===== src/rtl/gpt_pkg.sv =====
package gpt_pkg;
  localparam int CFG_W = 6;
  localparam int MODE_LSB = 0;
  localparam int POL_BIT = 2;
  localparam int IRQEN_BIT = 3;
  localparam int DRIVE_BIT = 4;

  typedef enum logic [1:0] {
    MODE_IDLE = 2'b00,
    MODE_WAVE = 2'b01,
    MODE_CAPT = 2'b10,
    MODE_WDOG = 2'b11
  } tmr_mode_e;

  typedef enum logic [1:0] {
    CAP_WAIT = 2'b00,
    CAP_HIGH = 2'b01,
    CAP_LOW  = 2'b10
  } cap_state_e;

  // strobes from the control to the datapath of one channel
  typedef struct packed {
    logic cntStep;
    logic cntZero;
    logic cntOne;
    logic grabWidth;
    logic grabPeriod;
  } tmr_strobe_t;
endpackage


===== src/rtl/gpt_datapath.sv =====
module gpt_datapath #(
  parameter int CNT_W = 32
) (
  input  logic                 clk,
  input  logic                 rstN,
  input  logic                 enable,
  input  gpt_pkg::tmr_strobe_t strobe,
  input  logic                 cntWr,
  input  logic                 perWr,
  input  logic                 widWr,
  input  logic [CNT_W-1:0]     wrData,
  output logic [CNT_W-1:0]     count,
  output logic [CNT_W-1:0]     period,
  output logic [CNT_W-1:0]     width,
  output logic                 atTerm,
  output logic                 belowWidth
);
  localparam logic [CNT_W-1:0] ONE = CNT_W'(1);

  always_ff @(posedge clk or negedge rstN) begin
    if (!rstN) begin
      count <= '0;
    end else if (strobe.cntZero) begin
      count <= '0;
    end else if (strobe.cntOne) begin
      count <= ONE;
    end else if (strobe.cntStep) begin
      count <= count + ONE;
    end else if (cntWr && !enable) begin
      count <= wrData;
    end
  end

  always_ff @(posedge clk or negedge rstN) begin
    if (!rstN) begin
      period <= '0;
    end else if (strobe.grabPeriod) begin
      period <= count;
    end else if (perWr) begin
      period <= wrData;
    end
  end

  always_ff @(posedge clk or negedge rstN) begin
    if (!rstN) begin
      width <= '0;
    end else if (strobe.grabWidth) begin
      width <= count;
    end else if (widWr) begin
      width <= wrData;
    end
  end

  assign atTerm     = (count >= (period - ONE));
  assign belowWidth = (count < width);
endmodule


===== src/rtl/gpt_ctrl.sv =====
module gpt_ctrl
  import gpt_pkg::*;
(
  input  logic             clk,
  input  logic             rstN,
  input  logic             enable,
  input  logic             cfgWr,
  input  logic [CFG_W-1:0] cfgWData,
  input  logic             pinIn,
  input  logic             atTerm,
  input  logic             belowWidth,
  output tmr_strobe_t      strobe,
  output logic [CFG_W-1:0] cfg,
  output logic             pinOut,
  output logic             pinOe,
  output logic             evt,
  output logic             wdExpire
);
  tmr_mode_e  mode;
  logic       pol;
  logic [1:0] syncQ;
  logic       prevLvl;
  logic       lvl;
  logic       rise;
  logic       fall;
  cap_state_e capState;
  cap_state_e capNext;

  assign mode = tmr_mode_e'(cfg[MODE_LSB +: 2]);
  assign pol  = cfg[POL_BIT];

  always_ff @(posedge clk or negedge rstN) begin
    if (!rstN) begin
      cfg <= '0;
    end else if (cfgWr && !enable) begin
      cfg <= cfgWData;
    end
  end

  always_ff @(posedge clk or negedge rstN) begin
    if (!rstN) begin
      syncQ   <= '0;
      prevLvl <= 1'b0;
    end else begin
      syncQ   <= {syncQ[0], pinIn};
      prevLvl <= lvl;
    end
  end

  assign lvl  = syncQ[1] ^ pol;
  assign rise = lvl & ~prevLvl;
  assign fall = ~lvl & prevLvl;

  always_comb begin
    strobe   = '0;
    evt      = 1'b0;
    wdExpire = 1'b0;
    capNext  = CAP_WAIT;
    if (enable) begin
      unique case (mode)
        MODE_WAVE: begin
          if (atTerm) begin
            strobe.cntZero = 1'b1;
            evt            = 1'b1;
          end else begin
            strobe.cntStep = 1'b1;
          end
        end
        MODE_CAPT: begin
          capNext = capState;
          unique case (capState)
            CAP_WAIT: begin
              if (rise) begin
                strobe.cntOne = 1'b1;
                capNext       = CAP_HIGH;
              end
            end
            CAP_HIGH: begin
              strobe.cntStep = 1'b1;
              if (fall) begin
                strobe.grabWidth = 1'b1;
                capNext          = CAP_LOW;
              end
            end
            CAP_LOW: begin
              if (rise) begin
                strobe.grabPeriod = 1'b1;
                strobe.cntOne     = 1'b1;
                evt               = 1'b1;
                capNext           = CAP_HIGH;
              end else begin
                strobe.cntStep = 1'b1;
              end
            end
            default: capNext = CAP_WAIT;
          endcase
        end
        MODE_WDOG: begin
          if (rise) begin
            strobe.cntZero = 1'b1;
          end else if (atTerm) begin
            strobe.cntZero = 1'b1;
            evt            = 1'b1;
            wdExpire       = 1'b1;
          end else begin
            strobe.cntStep = 1'b1;
          end
        end
        default: ;
      endcase
    end
  end

  always_ff @(posedge clk or negedge rstN) begin
    if (!rstN) begin
      capState <= CAP_WAIT;
    end else begin
      capState <= capNext;
    end
  end

  assign pinOe  = enable && (mode == MODE_WAVE) && cfg[DRIVE_BIT];
  assign pinOut = (enable && (mode == MODE_WAVE)) ? (belowWidth ^ pol) : 1'b0;
endmodule


===== src/rtl/gpt_bank.sv =====
module gpt_bank #(
  parameter int NUM_TMR = 3,
  parameter int CNT_W   = 32,
  parameter int ADDR_W  = 4
) (
  input  logic               clk,
  input  logic               rstN,
  input  logic               busWrite,
  input  logic [ADDR_W-1:0]  busAddr,
  input  logic [CNT_W-1:0]   busWData,
  output logic [CNT_W-1:0]   busRData,
  input  logic [NUM_TMR-1:0] pinIn,
  output logic [NUM_TMR-1:0] pinOut,
  output logic [NUM_TMR-1:0] pinOe,
  output logic [NUM_TMR-1:0] irq
);
  import gpt_pkg::*;

  localparam int PEND_LSB = 8;
  localparam int OVF_LSB  = 16;
  localparam int SEL_W    = ADDR_W - 2;

  logic [NUM_TMR-1:0]             enReg;
  logic [NUM_TMR-1:0]             pendReg;
  logic [NUM_TMR-1:0]             ovfReg;
  logic [NUM_TMR-1:0]             tmrEvt;
  logic [NUM_TMR-1:0]             tmrExp;
  logic [NUM_TMR-1:0]             irqEn;
  logic [NUM_TMR-1:0][CFG_W-1:0]  cfgArr;
  logic [NUM_TMR-1:0][CNT_W-1:0]  cntArr;
  logic [NUM_TMR-1:0][CNT_W-1:0]  perArr;
  logic [NUM_TMR-1:0][CNT_W-1:0]  widArr;
  logic                           ctlWr;

  assign ctlWr = busWrite && (busAddr == '0);

  for (genvar i = 0; i < NUM_TMR; i++) begin : g_tmr
    logic        sel;
    tmr_strobe_t strobe;
    logic        atTerm;
    logic        belowWidth;

    assign sel = busWrite && (busAddr[ADDR_W-1:2] == SEL_W'(i + 1));

    gpt_ctrl u_ctrl (
      .clk        (clk),
      .rstN       (rstN),
      .enable     (enReg[i]),
      .cfgWr      (sel && (busAddr[1:0] == 2'd0)),
      .cfgWData   (busWData[CFG_W-1:0]),
      .pinIn      (pinIn[i]),
      .atTerm     (atTerm),
      .belowWidth (belowWidth),
      .strobe     (strobe),
      .cfg        (cfgArr[i]),
      .pinOut     (pinOut[i]),
      .pinOe      (pinOe[i]),
      .evt        (tmrEvt[i]),
      .wdExpire   (tmrExp[i])
    );

    gpt_datapath #(.CNT_W(CNT_W)) u_dp (
      .clk        (clk),
      .rstN       (rstN),
      .enable     (enReg[i]),
      .strobe     (strobe),
      .cntWr      (sel && (busAddr[1:0] == 2'd1)),
      .perWr      (sel && (busAddr[1:0] == 2'd2)),
      .widWr      (sel && (busAddr[1:0] == 2'd3)),
      .wrData     (busWData),
      .count      (cntArr[i]),
      .period     (perArr[i]),
      .width      (widArr[i]),
      .atTerm     (atTerm),
      .belowWidth (belowWidth)
    );

    assign irqEn[i] = cfgArr[i][IRQEN_BIT];
  end

  always_ff @(posedge clk or negedge rstN) begin
    if (!rstN) begin
      enReg   <= '0;
      pendReg <= '0;
      ovfReg  <= '0;
    end else begin
      if (ctlWr) begin
        enReg <= busWData[NUM_TMR-1:0];
      end
      for (int i = 0; i < NUM_TMR; i++) begin
        pendReg[i] <= tmrEvt[i] | (pendReg[i] & ~(ctlWr & busWData[PEND_LSB + i]));
        ovfReg[i]  <= tmrExp[i] | (ovfReg[i] & ~(ctlWr & busWData[OVF_LSB + i]));
      end
    end
  end

  assign irq = pendReg & irqEn;

  always_comb begin
    busRData = '0;
    if (busAddr == '0) begin
      for (int i = 0; i < NUM_TMR; i++) begin
        busRData[i]            = enReg[i];
        busRData[PEND_LSB + i] = pendReg[i];
        busRData[OVF_LSB + i]  = ovfReg[i];
      end
    end else begin
      for (int i = 0; i < NUM_TMR; i++) begin
        if (busAddr[ADDR_W-1:2] == SEL_W'(i + 1)) begin
          unique case (busAddr[1:0])
            2'd0: busRData = CNT_W'(cfgArr[i]);
            2'd1: busRData = cntArr[i];
            2'd2: busRData = perArr[i];
            default: busRData = widArr[i];
          endcase
        end
      end
    end
  end
endmodule


===== config.mk =====
export PLATFORM = sky130hd
export DESIGN_NAME = gpt_bank
export DESIGN_NICKNAME = d
export VERILOG_FILES = /design/src/rtl/gpt_pkg.sv /design/src/rtl/gpt_datapath.sv /design/src/rtl/gpt_ctrl.sv /design/src/rtl/gpt_bank.sv
export SDC_FILE = /design/constraint.sdc
export NUM_CORES = 1
export LEC_CHECK = 0
export ABC_AREA = 0
export CORE_ASPECT_RATIO = 0.9
export CORE_UTILIZATION = 30
export DETAILED_ROUTE_END_ITERATION = 8
export GPL_ROUTABILITY_DRIVEN = 1
export PLACE_DENSITY = 0.5
export SETUP_SLACK_MARGIN = 0.4
export SYNTH_ARGS = -nofsm -noshare
export SYNTH_HDL_FRONTEND = slang
export SYNTH_SLANG_ARGS = --single-unit

===== constraint.sdc =====
create_clock -name clk -period 5.3 [get_ports clk]
set_input_delay 1.06 -clock clk [delete_from_list [all_inputs] [get_ports clk]]
set_output_delay 1.06 -clock clk [all_outputs]
set_load 0.02 [all_outputs]

Word-level counts from Yosys, hierarchy flattened
Index checks and enable logic that the tools add are counted.

storage, ports and cells
  input port bits = 42
  bits in registers = 330
  output and inout bits = 41
  word-level logic and storage cells = 271

operators by class
  add/sub/neg operators = 6
  mux-type cells = 114
  eq/ne operators = 27
  $lt $le $gt $ge = 6
  reductions and logical operators = 51
  bitwise gates (word level) = 43

operators by type and width
  kind                                                   number
  two-way mux 32 bit                                     27
  one-hot mux 32 bit (3 select lines)                    3
  adder 32 x 1 -> 32 bit, second input constant          3
  greater-or-equal comparator 32 bit                     3
  < comparator 32 bit                                    3
  subtractor 32 x 1 -> 32 bit, second input constant     3
  two-way mux 1 bit                                      45
  logical AND 1 bit                                      28
  equality test 2 bit, second input constant             13
  two-way mux 5 bit                                      5
  two-way mux 2 bit                                      12
  inequality test 4 x 3 -> 1 bit, second input constant  6
  bitwise AND 1 bit                                      18
  two-way mux 3 bit                                      6
  one-hot mux 1 bit (3 select lines)                     6
  equality test 2 x 1 -> 1 bit, second input constant    8
  two-way mux 13 bit                                     1
  inverter 1 bit                                         12
  one-hot mux 1 bit (2 select lines)                     6
  one-hot mux 2 bit (2 select lines)                     3
  nonzero test 2 bit                                     6
  nonzero test 4 bit                                     3
  zero test 2 bit                                        4
  bitwise OR 1 bit                                       6
  6 further kinds                                        17

Logic depth before layout (Yosys ltp)
  word-level depth = 10
  mapped depth = 20
  mapped depth without buffers = 19

Modules after synthesis
From an unflattened synthesis, not the netlist that was laid out.

unflattened totals
  cells, all modules = 3020
  area total of the unflattened synthesis = 26181.4 µm²

by module, submodules not included
  module                            sequential area each (µm²)  area each (µm²)  cells an instance  times used
  gpt_datapath (g_tmr[0].u_dp ...)  2402.3                      7035.5           825                2
  gpt_datapath (g_tmr[2].u_dp)      2402.3                      7058.0           820                1
  gpt_bank                          225.2                       3190.6           364                1
  gpt_ctrl                          275.3                       620.6            62                 3

Worst setup path after synthesis
No wires, ideal clock.

  path kind = reg2reg
  start = reg g_tmr[0].u_dp.period[21]
  end = reg g_tmr[0].u_dp.count[17]
  setup slack = 525 ps
  period minus slack after synthesis = 4775 ps
  arrival time = 4692 ps
  setup time = 83 ps
  cell stages (with the launch flop) = 16
  path through = dfrtp_1 -> or4_1 -> or3_1 -> or4_1 -> or3_1 -> nor3_1 -> xnor2_1 -> ha_1 -> nand4_1 -> or4_1 -> o211ai_1 -> nor3_4 -> a2111oi_4 -> buf_4 -> a22oi_1 -> o21ai_0

between the ends
  longest elaborated chain between the ends = 9
  elaborated cells on any way between the ends = 13

ends and longest elaborated chain
  item                                    line                             source
  from (decl)                             gpt_datapath.sv:13               output logic [CNT_W-1:0] period,
  from (signal assigned)                  gpt_datapath.sv:38               period <= count;
  from (signal assigned)                  gpt_datapath.sv:40               period <= wrData;
  subtractor 32 x 1 -> 32 bit (*)         gpt_datapath.sv:54               assign atTerm = (count >= (period - ONE));
  greater-or-equal comparator 32 bit (*)  gpt_datapath.sv:54
  two-way mux 1 bit                       gpt_ctrl.sv:62, gpt_ctrl.sv:101
  two-way mux 1 bit                       gpt_ctrl.sv:99                   if (rise) begin
  one-hot mux 1 bit (3 select lines)      gpt_ctrl.sv:60                   unique case (mode)
  two-way mux 5 bit (*)                   gpt_ctrl.sv:59                   if (enable) begin
  two-way mux 32 bit                      gpt_datapath.sv:27               end else if (strobe.cntStep) begin
  two-way mux 32 bit                      gpt_datapath.sv:25               end else if (strobe.cntOne) begin
  two-way mux 32 bit                      gpt_datapath.sv:23               end else if (strobe.cntZero) begin
  to (signal assigned)                    gpt_datapath.sv:28               count <= count + ONE;
  to (signal assigned)                    gpt_datapath.sv:30               count <= wrData;
  to (decl)                               gpt_datapath.sv:12               output logic [CNT_W-1:0] count,

Mark *: on every way between the ends. The rest lies on a longest branch, timed or not.
A chain may end at the register's enable or synchronous reset.

Final worst setup path
  start = in busAddr[0]
  end = out busRData[26]

between the ends
  longest elaborated chain between the ends = 6
  elaborated cells on any way between the ends = 11

ends and longest elaborated chain
  item                                               line             source
  from (decl)                                        gpt_bank.sv:9    input logic [ADDR_W-1:0] busAddr,
  equality test 2 bit, or another cell as far along  gpt_bank.sv:110  unique case (busAddr[1:0])
  one-hot mux 32 bit (3 select lines)                gpt_bank.sv:110
  two-way mux 32 bit (3 in series)                   gpt_bank.sv:109  if (busAddr[ADDR_W-1:2] == SEL_W'(i + 1)) begin
  two-way mux 13 bit (*)                             gpt_bank.sv:101  if (busAddr == '0) begin
  to (decl)                                          gpt_bank.sv:11   output logic [CNT_W-1:0] busRData,

Marked as above.

==> metrics.md <==
| Metric | Value |
|---|---|
| Outcome | finished clean |
| I/O pin cnt | 83 |
| Critical-path cell list | buf_6 > buf_4 > mux2_2 > a221oi_1 > a21oi_1 > nand2_1 > o21ai_0 > clkdlybuf4s50_1 |
| Gr usage total | 0.2404 |
| H-Tree Depth | 2 |
| Post-route setup slack | 0.4460 ns |
| Overflow after GRT | 0 |
| Register bit total from synthesis | 330 |
| Slowest CP cell | a221oi_1 |
| Final setup viols | 0 |
| Clock tree root driver cell | clkbuf_16 |
| Die W | 311.7 um |
| Crit path DAT | 3.79 ns |
| Starting Density | 0.3050 |
| TritonRoute pass-1 iters | 5 |
| GRT met1 Usage | 0.3645 |
| Main synth FF type | dfrtp_1 |
| Worst setup EP type | output pin |
| Filler cells | 8,740 |
| Die Y | 280.7 um |
| Post-Syn Area | 25,900 um2 |
| FF-to-FF Start | g_tmr[0].u_dp.period[21]$_DFFE_PN0P_ |
| Worst path required time | 4.24 ns |
| Syn Area/Cell | 8.452 um2 |
| Critical Path Start | busAddr[0] |
| DRC Markers | 0 |
| Hold crit path type | reg -> reg |
| Share of layout cells above drive strength 1 | 0.1459 |
| RSZ-0062 raised after global routing | true |
| Largest area contributor in the netlist | dfrtp_1 |
| Tcrit/Tclk final | 0.9159 |
| FFs w/ async S/R, synth | 1.000 |
| Largest net degree at the start of global routing | 120 |
| PwrDens | 419.6 nW/um2 |
| Synth area leaders | dfrtp_1 32%, ha_1 10%, mux2i_1 9.5% |
| Final std cells w/o fill | 4,328 |
| Layout area overhead | 19.76% |
| Die ar. | 87,510 um2 |
| Hold-fix buffers, CTS | 0 |
| Number of clock sinks | 330 |
| Synth Instances | 3,064 |
| Worst Hold Launch | g_tmr[2].u_ctrl.syncQ[0]$_DFF_PN0_ |
| Routed Antenna Nets | 0 |
| Fmax | 206.0 MHz |
| Detailed Route WL | 107,200 um |
| Pre-CTS WS | 0.02232 ns |
| EDFF count, synth | 0 |
| TritonCTS clock tree | built |
| Post-synthesis sequential area ratio | 0.3189 |
| WHS | 0.3524 ns |
| Storage cell area | 8264 um2 |
| Leakage | 0.01288 uW |
| Max-cap viol count | 0 |
| Max FO, Critical Path | 21 |
| Gr busiest metal | met1 |
| I/O Buffers | 82 |
| GRT met3 Usage | 0.03608 |
| Minimum clock period | 4.854 ns |
| Setup TNS | 0 ns |
| First-pass GRT wire length | 157,700 um |
| Vias in the first global route | 22,400 |
| CTS Buffer Depth | 3 |
| Post-synth top area share | 0.3189 |
| Initial antenna violation count | 5 |
| # rows | 101 |
| Vias/cell | 5.626 |
| Nets | 3,409 |
| Synth warn | 0 |
| Wire length per cell | 24.76 um |
| Crit path kind | in -> out |
| Core area | 84,920 um2 |
| Total CTS buffers | 45 |
| Clk slew on worst S/H paths | 0.05 ns |
| Met2 global-route usage | 0.3500 |
| Pins Over Slew Limit | 0 |
| Placed cell count | 4,226 |
| Synth unique cells | 76 |
| Routability cong. | 0.8992 |
| Crit start category | input pin |
| Endpoints failing hold | 0 |
| Vias | 24,351 |
| Max-slew headroom | 0.1894 |
| Setup Skew | 0.04965 ns |
| Multi-input gate area | 16,830 um2 |
| Max VDD drop | 0.2146 mV |
| Initial DRC count | 2,507 |
| Clk_lat worst skew | 0.63 ns |
| Syn_nets | 3,313 |
| Power after layout | 13,010 uW |
| DP HPWL | 77,350 um |
| Worst path max stage delay | 0.58 ns |
| Slew @ Worst Pin | 1.211 ns |
[area by class of cell]
cell class | instances | area share
antenna | 1 | 0.00008069
clock buffer | 65 | 0.04458
clock inverter | 16 | 0.007020
inverter | 128 | 0.01549
multi-input combinational | 2383 | 0.5427
sequential | 330 | 0.2665
tap | 1133 | 0.04571
timing repair buffer | 272 | 0.07798
[worst max-delay path, delay by kind of cell]
kind | cells | cell delay [ns]
buffers and inverters | 3 | 1.14
AO/OA/AOI/OAI | 3 | 0.98
multiplexers | 1 | 0.36
AND/OR/NAND/NOR | 1 | 0.22
[worst paths after layout]
kind	end	slack [ns]	cells past startpoint
worst min register to register	g_tmr[2].u_ctrl.syncQ[1]$_DFF_PN0_	0.35	0
worst min-delay path	g_tmr[2].u_ctrl.syncQ[1]$_DFF_PN0_	0.35	0
worst max register to register	g_tmr[0].u_dp.count[27]$_DFFE_PN0P_	0.48	18
min in group asynchronous	g_tmr[1].u_dp.period[14]$_DFFE_PN0P_	0.40	1
max in group asynchronous	g_tmr[2].u_dp.period[30]$_DFFE_PN0P_	3.69	2
worst max-delay path	busRData[26]	0.45	8
[flip-flops by register name, summed over array words and instances (netlist names)]
name	flops
g_tmr.u_dp.period	96
g_tmr.u_ctrl.cfg	18
g_tmr.u_dp.count	96
g_tmr.u_ctrl.syncQ	6
ovfReg	3
g_tmr.u_dp.width	96
pendReg	3
g_tmr.u_ctrl.prevLvl	3
enReg	3
g_tmr.u_ctrl.capState	6
[kinds of logic after synthesis]
family	synth area share
AND/OR/NAND/NOR	0.1787
AO/OA/AOI/OAI	0.1851
buffers and inverters	0.05286
flip-flops	0.3189
multiplexers	0.1289
adder cells (fa/ha/maj)	0.1000
XOR/XNOR	0.03551
[placed cells by master (no fill, tap or decap), drive strengths merged, types with 51 or more instances in the layout]
master         instances
nand3                 67
o21ai                224
dfrtp                330
xnor2                 73
clkbuf                65
buf                  199
a21oi                311
nand4                 51
nor3                  66
nand2                272
clkdlybuf4s50         71
inv                  130
mux2i                247
nor2                 279
ha                   207
mux2                  51
[per-stage QoR]
stage            util  instance area (um2)
2_1_floorplan       -                25900
3_3_place_gp   0.3380                28710
3_5_place_dp   0.3380                28710
4_1_cts        0.3594                30520
5_1_grt        0.3652                31010
6_report       0.3652                31010
[repair_timing]
item	CTS	global route
pin swaps	15	26
gates cloned	1	0
endpoints found under the setup margin	98	101
setup buffers	6	13
resized for setup	41	101
[synth_stat cells, drive strengths merged (9+ instances only)]
cell,count
dfrtp,330
a21oi,311
nor2,279
nand2,272
mux2i,247
o21ai,224
ha,207
clkbuf,189
inv,127
xnor2,73
nand3,67
nor3,66
mux2,51
nand4,51
a21o,43
a221oi,37
buf,34
nor4,32
xor2,32
a31oi,31
or3,29
and3,26
or4,22
and2,21
nand2b,21
nor2b,20
a211oi,19
a22oi,19
nor3b,17
mux4,13
o22ai,12
o211ai,11
a311oi,10
and4,10
nand3b,9
[layer usage]
layer,share of wire,wire [um]
met1,0.48,51650
met2,0.42,44490
met3,0.076,8113
met4,0.027,2888
met5,0.00029,31
[where the power goes]
| part | total (uW) | switching (uW) | internal (uW) | leakage (uW) |
|---|---|---|---|---|
| clock network | 3350 | 1340 | 2010 | 0.000792 |
| registers | 4320 | 1080 | 3250 | 0.00390 |
| logic | 5340 | 3040 | 2300 | 0.00819 |
| total | 13000 | 5460 | 7560 | 0.0129 |
No activity file was read; power rests on OpenSTA's default activity.
